**src/rtl/adc_serial_port.sv**
```systemverilog
module adc_serial_port #(
  parameter int DW = 24,
  parameter int SW = 4
) (
  input  logic          clk,
  input  logic          rst_n,
  input  logic          cs_n,
  input  logic          sck,
  input  logic          conv_done,
  input  logic          res_sign,
  input  logic          res_over,
  input  logic [DW-1:0] res_data,
  input  logic [SW-1:0] res_sub,
  output logic          sdo,
  output logic          sdo_oe,
  output logic          conv_start
);
  localparam int FW = 4 + DW + SW;
  localparam int HW = FW - 2;
  localparam int CW = $clog2(FW + 1);
  localparam logic [CW-1:0] LAST = CW'(FW - 1);

  logic          sck_q;
  logic          busy;
  logic [CW-1:0] cnt;
  logic [FW-1:0] sh;
  logic [HW-1:0] hold;

  wire fall  = !cs_n && sck_q && !sck;
  wire first = fall && (cnt == '0) && !busy;
  wire mid   = fall && (cnt != '0);
  wire last  = mid && (cnt == LAST);

  assign sdo_oe = !cs_n;
  assign sdo    = sdo_oe && ((cnt == '0) ? busy : sh[FW-1]);

  always_ff @(posedge clk) begin
    if (!rst_n) begin
      sck_q      <= 1'b0;
      busy       <= 1'b1;
      cnt        <= '0;
      sh         <= '0;
      hold       <= '0;
      conv_start <= 1'b0;
    end else begin
      sck_q      <= sck;
      conv_start <= last;
      if (busy && conv_done) begin
        busy <= 1'b0;
        hold <= {res_sign, res_over, res_data, res_sub};
      end else if (last) begin
        busy <= 1'b1;
      end
      if (cs_n) begin
        cnt <= '0;
      end else if (first) begin
        cnt <= CW'(1);
        sh  <= {1'b0, hold, 1'b0};
      end else if (last) begin
        cnt <= '0;
      end else if (mid) begin
        cnt <= cnt + CW'(1);
        sh  <= {sh[FW-2:0], 1'b0};
      end
    end
  end

  AST_IDLE_CLEARS_POS: assert property (@(posedge clk) disable iff (!rst_n)
    cs_n |=> (cnt == '0));
  AST_BUSY_NO_SHIFT: assert property (@(posedge clk) disable iff (!rst_n)
    (busy && cnt == '0) |=> (cnt == '0));
  AST_START_ONE_CYCLE: assert property (@(posedge clk) disable iff (!rst_n)
    conv_start |=> !conv_start);
  AST_START_AFTER_LAST: assert property (@(posedge clk) disable iff (!rst_n)
    $rose(conv_start) |-> ($past(cnt) == LAST));
  AST_START_SETS_BUSY: assert property (@(posedge clk) disable iff (!rst_n)
    conv_start |-> busy);
  AST_BUSY_UNTIL_DONE: assert property (@(posedge clk) disable iff (!rst_n)
    (busy && !conv_done) |=> busy);
  AST_HOLD_IN_FRAME: assert property (@(posedge clk) disable iff (!rst_n)
    (cnt != '0) |=> $stable(hold));
endmodule

```
**config.mk**
```make
export PLATFORM = sky130hd
export DESIGN_NAME = adc_serial_port
export DESIGN_NICKNAME = d
export VERILOG_FILES = /design/src/rtl/adc_serial_port.sv
export SDC_FILE = /design/constraint.sdc
export NUM_CORES = 1
export LEC_CHECK = 0
export ABC_AREA = 1
export BUFFER_PORTS_ARGS = -buffer_cell sky130_fd_sc_hd__buf_2
export CAP_MARGIN = 30
export CORE_UTILIZATION = 64
export CTS_BUF_LIST = sky130_fd_sc_hd__clkbuf_8
export CTS_CLUSTER_DIAMETER = 80
export CTS_CLUSTER_SIZE = 28
export DETAILED_ROUTE_END_ITERATION = 12
export GPL_ROUTABILITY_DRIVEN = 0
export PLACE_DENSITY = 0.95
export SKIP_LAST_GASP = 1
export SYNTH_ARGS = -nofsm -noshare
export SYNTH_HDL_FRONTEND = slang
export SYNTH_SLANG_ARGS = --single-unit
export TNS_END_PERCENT = 50
```
**constraint.sdc**
```tcl
create_clock -name clk -period 2.8 [get_ports clk]
set_clock_uncertainty 0.1 [all_clocks]
set_input_delay 0.56 -clock clk [delete_from_list [all_inputs] [get_ports clk]]
set_output_delay 0.56 -clock clk [all_outputs]
set_load 0.01 [all_outputs]
```
==> impl_metrics.json, run 1 <==
{
  "status": "completed",
  "cts_buffers": 9,
  "slew_violations": 0,
  "p_sw_share_pct": 22.1,
  "clock_latency_ps": 340,
  "p_int_mw": 1.67,
  "start_util_pct": 68.3,
  "pwr-share-seq_pct": 49.2,
  "vias": 2804,
  "synth_top_cell_by_area": "dfxtp_1",
  "cts_tree": "done",
  "cts_buffer_depth": 2,
  "criticalPathCategory": "reg2out",
  "cts.sink_count": 70,
  "max_freq_mhz": 405,
  "crit_top_cell": "nand2_1",
  "fin_tns_setup_ps": 0,
  "place_inst": 506,
  "timing.final.crit_share_pct": 88.3,
  "combPwrFrac_pct": 6.1,
  "fin_nets": 502,
  "drive_gt1_share_pct": 14.5,
  "portBuffers": 37,
  "drc": 0,
  "cts.clk_slew.worst_paths_ps": 70,
  "holdCritPathClass": "in2reg",
  "tightest_slew_ps": 925,
  "reg2reg_depth": 9,
  "setup_viol": 0,
  "first_pass_iters": 7,
  "switchingPower_uw": 473,
  "die_area_sq_um": 5020,
  "rows": 24,
  "required_ps": 2140,
  "ys_warn_count": 0,
  "grt.total_usage_pct": 26.8,
  "cts_hold_buf": 0,
  "path_cells": "inv_1, ha_1, nand2_1, nor2_2, buf_4, nand2_1, a21oi_1, buf_2",
  "netlist_instances": 438,
  "area_growth_pct": 12.4,
  "final_antenna_net_count": 0,
  "syn_area_per_cell_sq_um": 6.93,
  "vdd_drop_max_v": 0.000599,
  "grt_pass1_vias": 2571,
  "drv_cap": 0,
  "yosysSeqAreaShare_pct": 46.2,
  "ys_types": 22,
  "die_h_microns": 70.9,
  "hold_path_depth": 3,
  "fp.dieW_microns": 70.9,
  "instances_no_fill": 521,
  "synth_area_leaders": "dfxtp_1 46%, nand2_1 17%, nor2_1 8.5%",
  "overflow": 0,
  "hpwl_mm": 3.85,
  "slowest_delay_ps": 370,
  "leakagePower_nw": 1.51,
  "ios": 38,
  "grt_antenna_before_repair": 0,
  "netlist.area_leader.share_pct": 46.2,
  "htreeDepth": 3,
  "viasPerCell": 5.38,
  "rsz0062_at_grt": "false",
  "critPathArrivalTime_ps": 1810,
  "synth.cell_area_sq_um": 3030,
  "drt_first_iter_violations": 175,
  "ys_ff_latch": 70,
  "root_buffer": "clkbuf_8",
  "timing.hold.ws_ps": 312,
  "fp.coreArea_sq_um": 4440,
  "worst_setup_path_start_kind": "flop",
  "hold_violations": 0,
  "timing.slew.headroom_pct": 38.3,
  "slowest_stage": "dfxtp_1",
  "end_kind": "output pin",
  "period_minus_slack_ps": 2470,
  "finalWirelength_mm": 6.32,
  "critPathMaxFanout": 18,
  "grt_max_degree": 35,
  "p_per_area_nw_per_um2": 628,
  "postCtsSetupRepairBufs": 0,
  "wl_per_cell_microns": 12.1,
  "syn_nets": 475,
  "diodes": 0,
  "p_clk_share_pct": 44.7,
  "ctsResizeCount": 0,
  "grt_pass1_wl_mm": 10.5
}
## critical path: cells and delay by family, from the launching register on
kind / cells / cell delay [ps]
AOI/OAI and AO/OA: 1 / 120
adders and majority gates: 1 / 190
buffers and inverters: 3 / 500
DFF: 1 / 370
and+or+nand+nor: 3 / 290
## power by group through the flow
| stage | combinational [mW] | clock (mW) | sequential [mW] |
|---|---|---|---|
| 2_1_floorplan | 0.0882 | 0 | 1.07 |
| 5_1_grt | 0.150 | 1.01 | 1.06 |
| 6_report | 0.131 | 0.958 | 1.05 |
| 3_5_place_dp | 0.130 | 0 | 1.08 |
| 3_3_place_gp | 0.124 | 0 | 1.07 |
| 4_1_cts | 0.132 | 0.971 | 1.05 |
## synthesized netlist by cell type
cell type	n
nand2_2	1
buf_1	1
clkbuf_1	11
inv_2	3
dfxtp_1	70
o21ai_0	32
nor3_1	1
xor2_1	1
nor2_1	69
nor3b_1	1
nand3_1	33
xnor2_1	2
ha_1	2
buf_2	6
nand2_4	2
buf_6	3
inv_1	13
buf_4	6
a21oi_1	36
nor2_2	2
nand3_2	2
nand2_1	141
## path summary, 6_finish.rpt
kind,from,to,slack (ps)
worst min-delay path,sck,sck_q$_SDFF_PN0_,310
worst max-delay path,cnt[0]$_SDFFE_PP0P_,sdo,330
worst min register to register,sh[30]$_SDFFE_PN0P_,sh[31]$_SDFFE_PN0P_,350
worst max register to register,cnt[0]$_SDFFE_PP0P_,sh[2]$_SDFFE_PN0P_,570
## cells in the final DEF, fill, tap and decap left out, drive strengths merged
master,Yosys,routed
a21oi,36,36
buf,16,43
bufinv,0,3
clkbuf,11,9
clkinv,0,2
clkinvlp,0,1
dfxtp,70,70
ha,2,2
inv,16,16
nand2,144,144
nand3,35,35
nor2,71,71
nor3,1,1
nor3b,1,1
o21ai,32,32
xnor2,2,2
xor2,1,1
## stage by stage
step	utilization, %	instance area [sq um]	total power, mW	setup WS, ps
after global routing	76.7	3410	2.21	225
after CTS	76.7	3410	2.16	329
after detailed placement	71.5	3180	1.21	624
final	76.7	3410	2.14	328
after global placement	71.5	3180	1.20	684
after floorplan	-	3030	1.16	935
## layer usage
| layer | GRT usage (%) | vias up | part of all wire, % |
|---|---|---|---|
| met5 | 0 | - | 0 |
| met4 | 12.2 | 0 | 1.8 |
| met3 | 8.83 | 13 | 6.3 |
| met2 | 47.2 | 106 | 49 |
| met1 | 29.1 | 1246 | 42 |
| li1 | - | 1439 | - |
## logic make-up after synthesis
kind of cell               synth area share (%)
AOI/OAI and AO/OA                          11.2
xor gates and xnor gates                  0.866
adders and majority gates                 0.825
buffers and inverters                      7.05
DFF                                        46.2
and+or+nand+nor                            33.9
## registers in the layout (all words and copies together) (netlist names)
name / cells
hold: 30
sck_q: 1
cnt: 6
busy: 1
conv_start: 1
sh: 31
## final cells by class
cell class              count  area (sq um)
well taps                  52          65.1
multi-input cells         325          1420
repair buffers             43           230
inverters                  16          60.1
clock buffers               9           124
clock inverters             6           111
fillers                   328          1030
flip-flops and latches     70          1400
(Power assumes the default switching activity.)
==> run 2, diff against run 1 <==
CELL_PAD_IN_SITES_DETAIL_PLACEMENT = 0   (was default)
CELL_PAD_IN_SITES_GLOBAL_PLACEMENT = 1   (was default)
CORE_UTILIZATION = 46   (was 64)
==> run 2 against run 1 <==
Design area shrank 0.37%. Non-clock buffer count increased by 1. Sequential share of layout area rose by 0.15 points. Global-route usage fell by 7.8 points. Worst setup slack improved by 44 ps. Clock-buffer cell count stayed put. Sequential cell count unchanged. Largest cell class unchanged.
==> impl_metrics.json, run 2 (synthesis results as in run 1) <==
{
  "vias": 2695,
  "setup_viol": 0,
  "finalCoreUtilization_pct": 53.5,
  "cts.clk_slew.worst_paths_ps": 70,
  "viasPerCell": 4.92,
  "period_minus_slack_ps": 2430,
  "leakagePower_nw": 1.51,
  "r2r_setup_slack_ps": 640,
  "largest_register_ff_count": 31,
  "grt_max_degree": 35,
  "p_clk_share_pct": 39.2,
  "htreeDepth": 3,
  "instances_no_fill": 548,
  "worst_slack_ps": 372,
  "end_kind": "output pin",
  "final_area_sq_um": 3400,
  "top_regs": "sh (31), hold (30), cnt (6)",
  "rows": 29,
  "portBuffers": 37,
  "cts.sink_count": 70,
  "place_inst": 532,
  "die_h_microns": 83.2,
  "slowest_delay_ps": 360,
  "worst_setup_path_start_kind": "flop",
  "post-place-ws_ps": 542,
  "area_growth_pct": 12.0,
  "combPwrFrac_pct": 6.5,
  "grt.busiest_layer": "met2",
  "drv_cap": 0,
  "p_sw_share_pct": 23.6,
  "diodes": 0,
  "timing.hold.ws_ps": 322,
  "root_buffer": "clkbuf_8",
  "overflow": 0,
  "use_met3_pct": 4.47,
  "finalWirelength_mm": 5.99,
  "fin_nets": 503,
  "fp.coreArea_sq_um": 6350,
  "max_freq_mhz": 412,
  "fp.dieW_microns": 83.2,
  "p_per_area_nw_per_um2": 571,
  "clock_latency_ps": 340,
  "critPathArrivalTime_ps": 1770,
  "required_ps": 2140,
  "layout_commonest_cell": "nand2_1",
  "die_area_sq_um": 6920,
  "status": "completed",
  "cts_tree": "done",
  "grt_pass1_vias": 2463,
  "path_cells": "inv_1, ha_1, nand2_1, nor2_2, buf_4, nand2_1, a21oi_1, buf_2",
  "cts_hold_buf": 0,
  "switchingPower_uw": 459,
  "timing.final.crit_share_pct": 86.7,
  "p_int_mw": 1.48,
  "crit_top_cell": "nand2_1",
  "vdd_drop_max_v": 0.000401,
  "drc": 0,
  "start_util_pct": 47.8,
  "rsz0062_at_grt": "false",
  "critPathMaxFanout": 18,
  "cts_buffers": 9,
  "hold_violations": 0,
  "holdCritPathClass": "in2reg",
  "ios": 38,
  "drt_first_iter_violations": 146,
  "fin_tns_setup_ps": 0,
  "final_antenna_net_count": 0,
  "grt_pass1_wl_mm": 10.8,
  "wl_per_cell_microns": 10.9,
  "top_register": "sh",
  "cts_buffer_depth": 2,
  "grt_use_met2_pct": 30.5,
  "criticalPathCategory": "reg2out",
  "timing.slew.headroom_pct": 40.5,
  "postCtsSetupRepairBufs": 0,
  "ctsResizeCount": 0,
  "hpwl_mm": 3.80,
  "grt.total_usage_pct": 18.9,
  "met1_usage_pct": 24.0,
  "tightest_slew_ps": 892,
  "mostFrequentLayoutCells": "141 x nand2_1, 70 x dfxtp_1, 68 x nor2_1, 37 x buf_2, 36 x a21oi_1",
  "placedInstanceArea_sq_um": 3220,
  "pwr-share-seq_pct": 54.3,
  "grt_antenna_before_repair": 0,
  "finalPower_mw": 1.94,
  "slew_violations": 0,
  "first_pass_iters": 5,
  "slowest_stage": "dfxtp_1",
  "drive_gt1_share_pct": 14.6
}
-- run 2: path summary, 6_finish.rpt --
check                                          from                   to  cells after the start
worst max-delay path            cnt[0]$_SDFFE_PP0P_                  sdo                      8
worst min-delay path                            sck     sck_q$_SDFF_PN0_                      3
worst max register to register  cnt[0]$_SDFFE_PP0P_  sh[21]$_SDFFE_PN0P_                      9
worst min register to register   sh[3]$_SDFFE_PN0P_   sh[3]$_SDFFE_PN0P_                      2
-- run 2: final cells by class --
cell class / instances / area (sq um)
Clock buffer: 9 / 124
Inverter: 16 / 60.1
Multi-Input combinational cell: 325 / 1420
Sequential cell: 70 / 1400
Clock inverter: 7 / 57.6
Timing Repair Buffer: 44 / 238
Fill cell: 659 / 2950
Tap cell: 77 / 96.3
-- run 2: worst max-delay path, delay by kind of cell (launching register included) --
kind	cells	cell delay, ps
AO/OA/AOI/OAI	1	110
buffers and inverters	3	480
AND/OR/NAND/NOR	3	270
flip-flops	1	360
adder cells (fa/ha/maj)	1	200
-- run 2: power groups by stage --
stage	Sequential [mW]	Clock [mW]	Combinational, mW
after global placement	1.08	0	0.128
after CTS	1.05	0.777	0.130
final	1.05	0.761	0.127
after global routing	1.06	0.825	0.149
after floorplan	1.07	0	0.0882
after detailed placement	1.08	0	0.130
-- run 2: routing by layer --
| layer | up-vias | share of wire, % |
|---|---|---|
| met5 | - | 0 |
| met4 | 0 | 2.1 |
| met3 | 9 | 3.4 |
| met2 | 55 | 45 |
| met1 | 1187 | 49 |
| li1 | 1444 | - |
==> run 3, diff against run 2 <==
CORE_UTILIZATION = 35   (was 46)
PLACE_DENSITY = 0.8   (was 0.95)
SLEW_MARGIN = 20   (was default)
==> run 3 against run 2 <==
Combinational power rose by 5%. Clock power rose by 17%. Critical path depth fell by 1. Total power rose by 6.8%. Sequential cell count did not move. Cell count rose by 5.3%. Clock-buffer cell count rose by 1. Critical path type unchanged. Highest routed layer unchanged.
==> impl_metrics.json, run 3 (synthesis results as in run 1) <==
{
  "grt_max_degree": 35,
  "slowest_delay_ps": 360,
  "postCtsSetupRepairBufs": 0,
  "fp.coreArea_sq_um": 8300,
  "rsz0062_at_grt": "false",
  "p_clk_share_pct": 42.8,
  "die_area_sq_um": 9040,
  "cts_hold_buf": 0,
  "cts_buffers": 9,
  "period_minus_slack_ps": 2180,
  "final_antenna_net_count": 0,
  "fill_cells": 869,
  "timing.slew.headroom_pct": 64.8,
  "holdCritPathClass": "in2reg",
  "cts_buffer_depth": 2,
  "critPathArrivalTime_ps": 1520,
  "drc": 0,
  "fin_nets": 504,
  "critPathMaxFanout": 5,
  "grt_pass1_vias": 2527,
  "vdd_drop_max_v": 0.000277,
  "p_per_area_nw_per_um2": 596,
  "drt_first_iter_violations": 156,
  "first_pass_iters": 5,
  "cts.sink_count": 70,
  "combPwrFrac_pct": 6.4,
  "vias": 2692,
  "grt.total_usage_pct": 16.0,
  "overflow": 0,
  "die_h_microns": 95.1,
  "rows": 33,
  "layout_commonest_cell": "nand2_1",
  "worst_setup_path_start_kind": "flop",
  "viasPerCell": 4.67,
  "slowest_stage": "dfxtp_1",
  "hold_violations": 0,
  "diodes": 0,
  "top_regs": "sh (31), hold (30), cnt (6)",
  "cpLargestDelayFamily": "flip-flops",
  "grt_pass1_wl_mm": 11.4,
  "end_kind": "output pin",
  "grt_antenna_before_repair": 0,
  "timing.final.crit_share_pct": 77.9,
  "finalPower_mw": 2.07,
  "largest_register_ff_count": 31,
  "criticalPathCategory": "reg2out",
  "finalWirelength_mm": 6.42,
  "fin_tns_setup_ps": 0,
  "area_growth_pct": 14.8,
  "cts_tree": "done",
  "leakagePower_nw": 1.53,
  "ctsResizeCount": 0,
  "switchingPower_uw": 471,
  "crit_top_cell": "nand2_1",
  "status": "completed",
  "hpwl_mm": 4.03,
  "drive_gt1_share_pct": 14.8,
  "fp.dieW_microns": 95.1,
  "htreeDepth": 3,
  "max_freq_mhz": 458,
  "setup_viol": 0,
  "mostFrequentLayoutCells": "141 x nand2_1, 70 x dfxtp_1, 68 x nor2_1, 37 x buf_2, 36 x a21oi_1",
  "pwr-share-seq_pct": 50.8,
  "start_util_pct": 36.6,
  "clock_latency_ps": 340,
  "top_register": "sh",
  "p_int_mw": 1.60,
  "ios": 38,
  "tightest_slew_ps": 528,
  "p_sw_share_pct": 22.7,
  "timing.hold.ws_ps": 308,
  "root_buffer": "clkbuf_8",
  "path_cells": "inv_1, ha_1, nand2_1, nor2_2, nand2_1, a21oi_1, buf_2",
  "cts.clk_slew.worst_paths_ps": 80,
  "slew_violations": 0,
  "required_ps": 2140,
  "cp_num_buf_inv": 2,
  "wl_per_cell_microns": 11.1,
  "portBuffers": 37,
  "drv_cap": 0
}
## run 3: metrics by stage
step	instances	setup WS (ps)	util, %	cell area [sq um]
after floorplan	438	935	-	3030
after global placement	560	580	39.2	3250
after detailed placement	560	539	39.2	3250
after CTS	576	580	41.8	3470
after global routing	577	390	42.0	3480
final	577	618	42.0	3480
## run 3: final cells by class
| class | count | area, sq um | share of cell area [%] |
|---|---|---|---|
| well taps | 105 | 131 | 3.77 |
| inverters | 16 | 60.1 | 1.72 |
| clock buffers | 10 | 138 | 3.95 |
| clock inverters | 6 | 77.6 | 2.23 |
| flip-flops and latches | 70 | 1400 | 40.2 |
| repair buffers | 45 | 253 | 7.26 |
| multi-input cells | 325 | 1420 | 40.8 |
## run 3: power by group through the flow
stage | clock network [mW] | logic, mW | registers [mW]
detailed placement | 0 | 0.134 | 1.08
floorplan | 0 | 0.0882 | 1.07
global route | 0.942 | 0.156 | 1.06
CTS | 0.906 | 0.134 | 1.05
global placement | 0 | 0.131 | 1.08
finish | 0.887 | 0.133 | 1.05
## run 3: per-layer routing
metal	up-vias	track usage [%]	part of all wire, %
met5	-	0	0
met3	10	3.27	3.1
met1	1199	19.3	49
met2	39	27.3	46
li1	1444	-	-
met4	0	7.07	2.0
## run 3: worst min-delay path: cells and delay by family
kind,cells,cell delay (ps)
buf+inv,2,130
simple gates,1,40
## run 3: path summary, 6_finish.rpt
check                       from                   to  slack [ps]  depth (start not counted)
max reg2reg  cnt[0]$_SDFFE_PP0P_  sh[19]$_SDFFE_PN0P_         660                          9
max          cnt[0]$_SDFFE_PP0P_                  sdo         620                          7
min reg2reg  sh[30]$_SDFFE_PN0P_  sh[31]$_SDFFE_PN0P_         360                          2
min                          sck     sck_q$_SDFF_PN0_         310                          3
